<file path="src/rtl/vec_seq_pkg.sv">
package vec_seq_pkg;

    typedef enum logic [2:0] {
        ST_IDLE,
        ST_HOLD,
        ST_FETCH_PC,
        ST_FETCH_SP,
        ST_FETCH_EXC,
        ST_DONE
    } seq_state_e;

endpackage

</file>
<file path="src/rtl/vec_seq_fsm.sv">
module vec_seq_fsm
    import vec_seq_pkg::*;
(
    input  logic       clk,
    input  logic       rst_n,
    input  logic       por_req,
    input  logic       mrst_req,
    input  logic       exc_req,
    input  logic       rd_ready,
    output seq_state_e state,
    output logic       is_por,
    output logic       ld_pc,
    output logic       ld_ctl,
    output logic       accept_exc,
    output logic       rd_req,
    output logic       done
);

    seq_state_e state_nx;
    logic       any_rst;

    assign any_rst = por_req | mrst_req;

    // state register
    always_ff @(posedge clk or negedge rst_n) begin
        if (!rst_n) begin
            state  <= ST_IDLE;
            is_por <= 1'b0;
        end else begin
            state <= state_nx;
            if (any_rst)
                is_por <= por_req | ((state == ST_HOLD) & is_por);
        end
    end

    // next-state logic
    always_comb begin
        state_nx = state;
        if (any_rst) begin
            state_nx = ST_HOLD;
        end else begin
            unique case (state)
                ST_IDLE:      if (exc_req) state_nx = ST_FETCH_EXC;
                ST_HOLD:      state_nx = ST_FETCH_PC;
                ST_FETCH_PC:  if (rd_ready) state_nx = ST_FETCH_SP;
                ST_FETCH_SP:  if (rd_ready) state_nx = ST_DONE;
                ST_FETCH_EXC: if (rd_ready) state_nx = ST_DONE;
                ST_DONE:      state_nx = ST_IDLE;
                default:      state_nx = ST_IDLE;
            endcase
        end
    end

    // outputs
    always_comb begin
        rd_req     = 1'b0;
        ld_pc      = 1'b0;
        ld_ctl     = 1'b0;
        accept_exc = 1'b0;
        done       = 1'b0;
        unique case (state)
            ST_IDLE:      accept_exc = exc_req & ~any_rst;
            ST_HOLD:      ;
            ST_FETCH_PC: begin
                rd_req = 1'b1;
                ld_pc  = rd_ready & ~any_rst;
            end
            ST_FETCH_SP: begin
                rd_req = 1'b1;
                ld_ctl = rd_ready & ~any_rst;
            end
            ST_FETCH_EXC: begin
                rd_req = 1'b1;
                ld_pc  = rd_ready & ~any_rst;
            end
            ST_DONE:      done = 1'b1;
            default:      ;
        endcase
    end


    // any reset request sends the machine to the hold state
    rst_wins_chk: assert property (@(posedge clk) disable iff (!rst_n)
        (por_req | mrst_req) |=> (state == ST_HOLD));


    // done lasts a single cycle
    done_pulse_chk: assert property (@(posedge clk) disable iff (!rst_n)
        done |=> !done);


    // never two loads at once
    one_load_chk: assert property (@(posedge clk) disable iff (!rst_n)
        $onehot0({ld_pc, ld_ctl, accept_exc}));

endmodule

</file>
<file path="src/rtl/vec_addr_gen.sv">
module vec_addr_gen
    import vec_seq_pkg::*;
#(
    parameter int ADDR_W    = 32,
    parameter int VEC_W     = 8,
    parameter int POR_SLOT  = 0,
    parameter int MRST_SLOT = 2
) (
    input  logic              clk,
    input  logic              rst_n,
    input  seq_state_e        state,
    input  logic              is_por,
    input  logic              accept_exc,
    input  logic [VEC_W-1:0]  exc_vec,
    input  logic [ADDR_W-1:0] vbr_in,
    input  logic              rd_req,
    input  logic              rd_ready,
    input  logic              any_rst,
    output logic [ADDR_W-1:0] rd_addr
);

    localparam int WORD_SH = 2;
    localparam logic [ADDR_W-1:0] POR_PC_A  = ADDR_W'(POR_SLOT) << WORD_SH;
    localparam logic [ADDR_W-1:0] POR_SP_A  = ADDR_W'(POR_SLOT + 1) << WORD_SH;
    localparam logic [ADDR_W-1:0] MRST_PC_A = ADDR_W'(MRST_SLOT) << WORD_SH;
    localparam logic [ADDR_W-1:0] MRST_SP_A = ADDR_W'(MRST_SLOT + 1) << WORD_SH;

    logic [VEC_W-1:0]  vec_q;
    logic [ADDR_W-1:0] base_q;

    always_ff @(posedge clk or negedge rst_n) begin
        if (!rst_n) begin
            vec_q  <= '0;
            base_q <= '0;
        end else if (accept_exc) begin
            vec_q  <= exc_vec;
            base_q <= vbr_in;
        end
    end

    always_comb begin
        unique case (state)
            ST_FETCH_PC:  rd_addr = is_por ? POR_PC_A : MRST_PC_A;
            ST_FETCH_SP:  rd_addr = is_por ? POR_SP_A : MRST_SP_A;
            ST_FETCH_EXC: rd_addr = base_q + (ADDR_W'(vec_q) << WORD_SH);
            default:      rd_addr = '0;
        endcase
    end


    // address holds while a read waits
    addr_hold_chk: assert property (@(posedge clk) disable iff (!rst_n)
        (rd_req && !rd_ready && !any_rst) |=> (rd_req && $stable(rd_addr)));

endmodule

</file>
<file path="src/rtl/vec_load_regs.sv">
module vec_load_regs #(
    parameter int                DATA_W     = 32,
    parameter int                IMASK_W    = 4,
    parameter logic [DATA_W-1:0] FPSCR_INIT = 32'h0004_0001
) (
    input  logic               clk,
    input  logic               rst_n,
    input  logic               ld_pc,
    input  logic               ld_ctl,
    input  logic               is_por,
    input  logic [DATA_W-1:0]  rd_data,
    output logic [DATA_W-1:0]  pc_q,
    output logic [DATA_W-1:0]  sp_q,
    output logic [DATA_W-1:0]  vbr_q,
    output logic [IMASK_W-1:0] imask_q,
    output logic               bo_q,
    output logic               cs_q,
    output logic               bank_q,
    output logic [DATA_W-1:0]  fpscr_q
);

    always_ff @(posedge clk or negedge rst_n) begin
        if (!rst_n) begin
            pc_q    <= '0;
            sp_q    <= '0;
            vbr_q   <= '0;
            imask_q <= '0;
            bo_q    <= 1'b0;
            cs_q    <= 1'b0;
            bank_q  <= 1'b0;
            fpscr_q <= '0;
        end else begin
            if (ld_pc)
                pc_q <= rd_data;
            if (ld_ctl) begin
                sp_q    <= rd_data;
                vbr_q   <= '0;
                imask_q <= '1;
                bo_q    <= 1'b0;
                cs_q    <= 1'b0;
                bank_q  <= 1'b0;
                if (is_por)
                    fpscr_q <= FPSCR_INIT;
            end
        end
    end


    // control state settles after the stack pointer load
    ctl_init_chk: assert property (@(posedge clk) disable iff (!rst_n)
        ld_ctl |=> (vbr_q == '0 && imask_q == '1 && !bo_q && !cs_q && !bank_q));

endmodule

</file>
<file path="src/rtl/vec_seq_top.sv">
module vec_seq_top
    import vec_seq_pkg::*;
#(
    parameter int DATA_W  = 32,
    parameter int VEC_W   = 8,
    parameter int IMASK_W = 4
) (
    input  logic               clk,
    input  logic               rst_n,
    input  logic               por_req,
    input  logic               mrst_req,
    input  logic               exc_req,
    input  logic [VEC_W-1:0]   exc_vec,
    input  logic [DATA_W-1:0]  vbr_in,
    input  logic               rd_ready,
    input  logic [DATA_W-1:0]  rd_data,
    output logic               rd_req,
    output logic [DATA_W-1:0]  rd_addr,
    output logic [DATA_W-1:0]  pc_out,
    output logic [DATA_W-1:0]  sp_out,
    output logic [DATA_W-1:0]  vbr_out,
    output logic [IMASK_W-1:0] imask_out,
    output logic               bo_out,
    output logic               cs_out,
    output logic               bank_out,
    output logic [DATA_W-1:0]  fpscr_out,
    output logic               done
);

    seq_state_e state;
    logic       is_por, ld_pc, ld_ctl, accept_exc;

    vec_seq_fsm u_fsm (
        .clk(clk), .rst_n(rst_n), .por_req(por_req), .mrst_req(mrst_req),
        .exc_req(exc_req), .rd_ready(rd_ready), .state(state), .is_por(is_por),
        .ld_pc(ld_pc), .ld_ctl(ld_ctl), .accept_exc(accept_exc),
        .rd_req(rd_req), .done(done)
    );

    vec_addr_gen #(.ADDR_W(DATA_W), .VEC_W(VEC_W)) u_addr (
        .clk(clk), .rst_n(rst_n), .state(state), .is_por(is_por),
        .accept_exc(accept_exc), .exc_vec(exc_vec), .vbr_in(vbr_in),
        .rd_req(rd_req), .rd_ready(rd_ready), .any_rst(por_req | mrst_req),
        .rd_addr(rd_addr)
    );

    vec_load_regs #(.DATA_W(DATA_W), .IMASK_W(IMASK_W)) u_regs (
        .clk(clk), .rst_n(rst_n), .ld_pc(ld_pc), .ld_ctl(ld_ctl),
        .is_por(is_por), .rd_data(rd_data), .pc_q(pc_out), .sp_q(sp_out),
        .vbr_q(vbr_out), .imask_q(imask_out), .bo_q(bo_out), .cs_q(cs_out),
        .bank_q(bank_out), .fpscr_q(fpscr_out)
    );


    // the exception path never touches the stack pointer
    exc_keeps_sp_chk: assert property (@(posedge clk) disable iff (!rst_n)
        (state == ST_FETCH_EXC) |=> $stable(sp_out));


    // a manual sequence leaves the FPU word alone
    mrst_keeps_fpscr_chk: assert property (@(posedge clk) disable iff (!rst_n)
        (ld_ctl && !is_por) |=> $stable(fpscr_out));

endmodule

</file>
<file path="config.mk">
export PLATFORM = sky130hd
export DESIGN_NAME = vec_seq_top
export DESIGN_NICKNAME = d
export VERILOG_FILES = /design/src/rtl/vec_seq_pkg.sv /design/src/rtl/vec_seq_fsm.sv /design/src/rtl/vec_addr_gen.sv /design/src/rtl/vec_load_regs.sv /design/src/rtl/vec_seq_top.sv
export SDC_FILE = /design/constraint.sdc
export NUM_CORES = 1
export LEC_CHECK = 0
export ABC_AREA = 1
export BUFFER_PORTS_ARGS = -buffer_cell sky130_fd_sc_hd__buf_4
export CAP_MARGIN = 20
export CORE_ASPECT_RATIO = 1.4
export CORE_UTILIZATION = 35
export CTS_CLUSTER_DIAMETER = 50
export CTS_CLUSTER_SIZE = 12
export DETAILED_ROUTE_END_ITERATION = 8
export PLACE_DENSITY = 0.66
export SYNTH_ARGS = -nofsm -noshare
export SYNTH_HDL_FRONTEND = slang
export SYNTH_SLANG_ARGS = --single-unit
</file>
<file path="constraint.sdc">
create_clock -name clk -period 3.45 [get_ports clk]
set_clock_uncertainty 0.05 [all_clocks]
set_input_delay 0.69 -clock clk [delete_from_list [all_inputs] [get_ports clk]]
set_output_delay 0.69 -clock clk [all_outputs]
set_load 0.02 [all_outputs]
</file>
# Word level (Yosys, flattened, before mapping)

Cells that the tools add are included.

Register bits: 110
Input bits: 78
Output and inout bits: 169
Word-level logic and storage cells: 42

Add/sub/neg operators: 1
Equality and inequality tests: 8
Muxes and demuxes: 13
Bitwise gates (word level): 6
Reduce and logical (&&, ||, !) cells: 6

Operators with widths:

| kind                 | count |
|---|---|
| $pmux W32 S3         | 1 |
| $add A32 B10 Y32     | 1 |
| $mux W3              | 4 |
| $pmux W3 S4          | 1 |
| $mux W4              | 2 |
| $eq A3 B2 Y1 const B | 2 |
| $eq A3 B3 Y1 const B | 2 |
| $mux W1              | 5 |
| $reduce_or A2 Y1     | 2 |
| $and A1 B1 Y1        | 3 |
| $eq A3 B1 Y1 const B | 1 |
| $logic_not A3 Y1     | 1 |
| $ne A3 B1 Y1 const B | 1 |
| $ne A3 B2 Y1 const B | 1 |
| $ne A3 B3 Y1 const B | 1 |
| $reduce_and A3 Y1    | 1 |
| $reduce_or A3 Y1     | 1 |
| $or A1 B1 Y1         | 2 |
| $reduce_and A2 Y1    | 1 |
| $not A1 Y1           | 1 |

# Depth between registers and ports, before layout

Word-level depth: 5
Gate-level depth with buffers: 12
Gate-level depth less buffers: 12

# Modules after synthesis

A second synthesis with hierarchy kept.

Cell total of the unflattened synthesis: 814
Area total of the unflattened synthesis: 6303.5 µm²

Modules (own cells, without submodules):

| module        | instances | cells an instance | area each (µm²) | sequential area each (µm²) |
|---|---|---|---|---|
| vec_load_regs | 1         | 348               | 3099.2          | 1651.6 |
| vec_addr_gen  | 1         | 407               | 2841.5          | 1001.0 |
| vec_seq_fsm   | 1         | 56                | 351.6           | 100.1 |
| vec_seq_top   | 1         | 3                 | 11.3            | 0.0 |

# Worst setup path before layout

Ideal clock, no wire load.

Path type: reg-to-output
From: reg u_addr.base_q[2]
To: out rd_addr[14]
Data arrival time: 1.924 ns
Required time: 2.710 ns
Setup slack: 0.786 ns
Cell stages (with the launch flop): 10
Path buffers: 0
Cell sequence: dfrtp_1 ha_1 fa_1 nand2_1 nand3_1 nand3_1 nand2_2 nand2_1 o21ai_0 a21oi_1

Word-level cells in the longest chain between the ends: 2

RTL lines:

| item                   | RTL line           | RTL |
|---|---|---|
| from (decl)            | vec_addr_gen.sv:29 | `logic [ADDR_W-1:0] base_q;` |
| from (signal assigned) | vec_addr_gen.sv:37 | `base_q <= vbr_in;` |
| $add A32 B10 Y32       | vec_addr_gen.sv:45 | `ST_FETCH_EXC: rd_addr = base_q + (ADDR_W'(vec_q) << WORD_SH);` |
| $pmux W32 S3           | vec_addr_gen.sv:42 | `unique case (state)` |
| to (decl)              | vec_seq_top.sv:18  | `output logic [DATA_W-1:0] rd_addr,` |

Every way passes these cells.

# Final worst setup path

From: reg u_addr.base_q[2]
To: out rd_addr[12]

The elaborated chain is that of the path after synthesis.

==> key figures <==
Synth
  • Most frequent cell after synthesis: nand2_1
  • Post-synth top cells: nand2_1 (183), dfrtp_1 (110), inv_1 (84), nor2_1 (73), buf_4 (69)
  • Cell Area, Synth: 6120 µm²
  • Seq/Total Area, Yosys: 0.450
  • Post-synth top area cell: dfrtp_1
  • Dominant synthesized flop cell: dfrtp_1
  • Top cells by area, synth: dfrtp_1 (45%), nand2_1 (11%), buf_4 (8.5%)
  • Synth top area share: 0.450
  • Post-synthesis register bit count: 110
  • Ys async rst share: 1.00
  • Syn_area_per_cell: 8.23 µm²
  • Warnings from Yosys: 0
  • Post-synth EDFFs: 0
  • Unique masters post-synth: 35
  • Mapped Cells: 743

Critical path
  • Arr. time, crit path: about 2500 ps
  • Crit path kind: flip-flop to primary output
  • CP Cell Sequence: ha_1 -> fa_1 -> nand2_1 -> nand3_1 -> nand3_1 -> nand2_2 -> nand2_1 -> o21ai_1 -> a21oi_1 -> buf_4
  • Crit start category: flip-flop
  • Buffers & Inverters on Critical Path: 1
  • R2R setup slack: 1360 ps
  • Critical path required time: 2710 ps
  • Worst Setup End Kind: primary output
  • CP max-delay cell: dfrtp_1
  • Max FO, Critical Path: 10
  • Delay-heaviest family, CP: simple AND/OR/NAND/NOR gates
  • CP max stage delay: between 300 and 400 ps

Placement
  • Dpl ws: 632 ps
  • HPWL after detailed placement: 11.8 mm
  • Port Buffers: 181
  • RePlAce Congestion: between 0.8 and 0.9

CTS
  • H-tree depth: 3
  • Post-CTS Resized: 0
  • Clock Latency Late Sink: 350 ps
  • Root Buffer: clkbuf_16
  • Postcts setup bufs: 0
  • CTS tree: yes
  • CTS buffer count: 9
  • Register clock-pin slew on the reported worst setup and hold paths: 80 ps
  • Clock sinks: 110
  • CTS Buffer Depth: 2
  • Hold buffer count at CTS: 0

Detailed routing
  • DRC viols: 0
  • Antenna Nets Post-Route: 0
  • Via density: 4.33
  • DR pass1 iterations: 4
  • Post-Route WL: 15.4 mm
  • Wire per inst: 13.4 µm
  • DR iter-0 viols: between 200 and 250
  • Via total after detailed routing: 4987

Run status
  • Status: completed

STA
  • Fin. Hold Viols: 0
  • Final period utilization: 0.928
  • Slew HR: 0.467
  • Final Critical Period: 3200 ps
  • Worst-margin pin slew: 799 ps
  • Setup WS post-layout: 247 ps
  • Pins Over Slew Limit: 0
  • Max Clock Freq: 0.312 GHz
  • RSZ-0062 raised after global routing: no
  • Final setup vio count: 0
  • Setup TNS: 0 ps

Power and ir drop
  • Worst VDD drop: about 280 µV
  • Leakage: 4.25 nW
  • Power Density: approximately 560 nW/µm²

Global route
  • First-pass GRT wire length: 24.3 mm
  • Initial antenna violation count: 1
  • Vias in the first global route: 4768
  • GRT Total Usage: 0.176
  • Largest net degree at the start of global routing: 66
  • GR Overflow Total: 0

Min path
  • Hold Crit Class: input port to asynchronous set/reset pin

Die
  • Row count: 56
  • Starting Density: 0.361
  • Full die area: 18000 µm²
  • Die X: 114 µm
  • IO Pins: between 200 and 250
  • Die H: between 150 and 200 µm
  • CORE AREA: around 17000 µm²

Final layout
  • Ant. Diodes: 0
  • Layout cell share with drive strength beyond 1: 0.278
  • Area Growth Syn to Fin: 26.0%
  • Layout Nets: 1003

Run
  • Max Cap Viol: 0
## sequential cells by signal, indices dropped and copies added (netlist names)
register and flops:
u_regs.imask_q 1, u_addr.vec_q 8, u_regs.fpscr_q 1, u_regs.sp_q 32, u_addr.base_q 32, u_fsm.state 3
u_regs.pc_q 32, u_fsm.is_por 1
## layout by cell type (no fill, tap or decap), types with 2 or more instances in the layout
cell,Yosys,routed
nand2_2,2,3
mux2_4,19,19
clkinv_4,0,3
nor2_2,7,7
and2_1,2,2
nand3b_1,5,5
conb_1,1,65
mux2_2,6,6
o21bai_1,2,2
nand2_1,183,182
inv_2,4,4
a21oi_1,18,18
o21ai_1,65,65
ha_1,8,8
inv_1,84,84
a21oi_2,10,10
buf_4,69,187
clkbuf_16,0,9
nor3b_1,2,2
nand3_1,25,25
o21ai_0,12,12
nor2_1,73,73
nand4_1,5,5
nor3_1,2,2
dfrtp_1,110,110
## cells by family (layout without fill, tap and decap cells)
group,count (synthesis),in the layout,synth area share
fa+ha+maj,9,9,0.0196
buf+inv,178,292,0.162
other cells,1,65,0.000613
compound gates,110,110,0.0984
mux,25,25,0.0577
flops,110,110,0.450
simple gates,308,308,0.209
xor+xnor,2,2,0.00286
## power by group
group / switching, mW / internal (mW)
sequential: 0.222 / 1.57
clock: 0.527 / 0.508
combinational: 0.869 / 0.618
## metal layers
metal  global-route usage  share of wire  vias up
met3               0.0556          0.076        8
li1                     -              -     2541
met2                0.318           0.51      199
met4               0.0482          0.011        0
met5                    0              0        -
met1                0.199           0.40     2239
## path summary, 6_finish.rpt
kind / from / to / cells past startpoint
setup / recovery: u_addr.base_q[2]$_DFFE_PN0P_ / rd_addr[12] / 10
hold / removal: rst_n / u_addr.base_q[20]$_DFFE_PN0P_ / 1
setup reg to reg: u_fsm.state[2]$_DFFE_PN0P_ / u_regs.pc_q[27]$_DFFE_PN0P_ / 9
hold reg to reg: u_regs.sp_q[22]$_DFFE_PN0P_ / u_regs.sp_q[22]$_DFFE_PN0P_ / 2
max in group asynchronous: rst_n / u_regs.sp_q[8]$_DFFE_PN0P_ / 2
min in group clk: u_regs.sp_q[22]$_DFFE_PN0P_ / u_regs.sp_q[22]$_DFFE_PN0P_ / 2
## through the flow
| step | std cells | cell area [µm²] | hold WS, ps | total power [mW] | utilization |
|---|---|---|---|---|---|
| floorplan | 807 | 6360 | 344 | 2.78 | - |
| global placement | 1137 | 7410 | 423 | 3.29 | 0.437 |
| detailed placement | 1137 | 7410 | 429 | 3.31 | 0.437 |
| CTS | 1153 | 7710 | 351 | 4.37 | 0.454 |
| global route | 1153 | 7710 | 382 | 4.61 | 0.454 |
| finish | 1153 | 7710 | 325 | 4.32 | 0.454 |
## final cells by class
cell class | instances | area [µm²]
Clock inverter | 7 | 67.6
Timing Repair Buffer | 188 | 1420
Tap cell | 232 | 290
Inverter | 88 | 330
Sequential cell | 110 | 2750
Multi-Input combinational cell | 519 | 2620
Fill cell | 1718 | 9250
Clock buffer | 9 | 225
No activity file was read; power rests on OpenSTA's default activity.
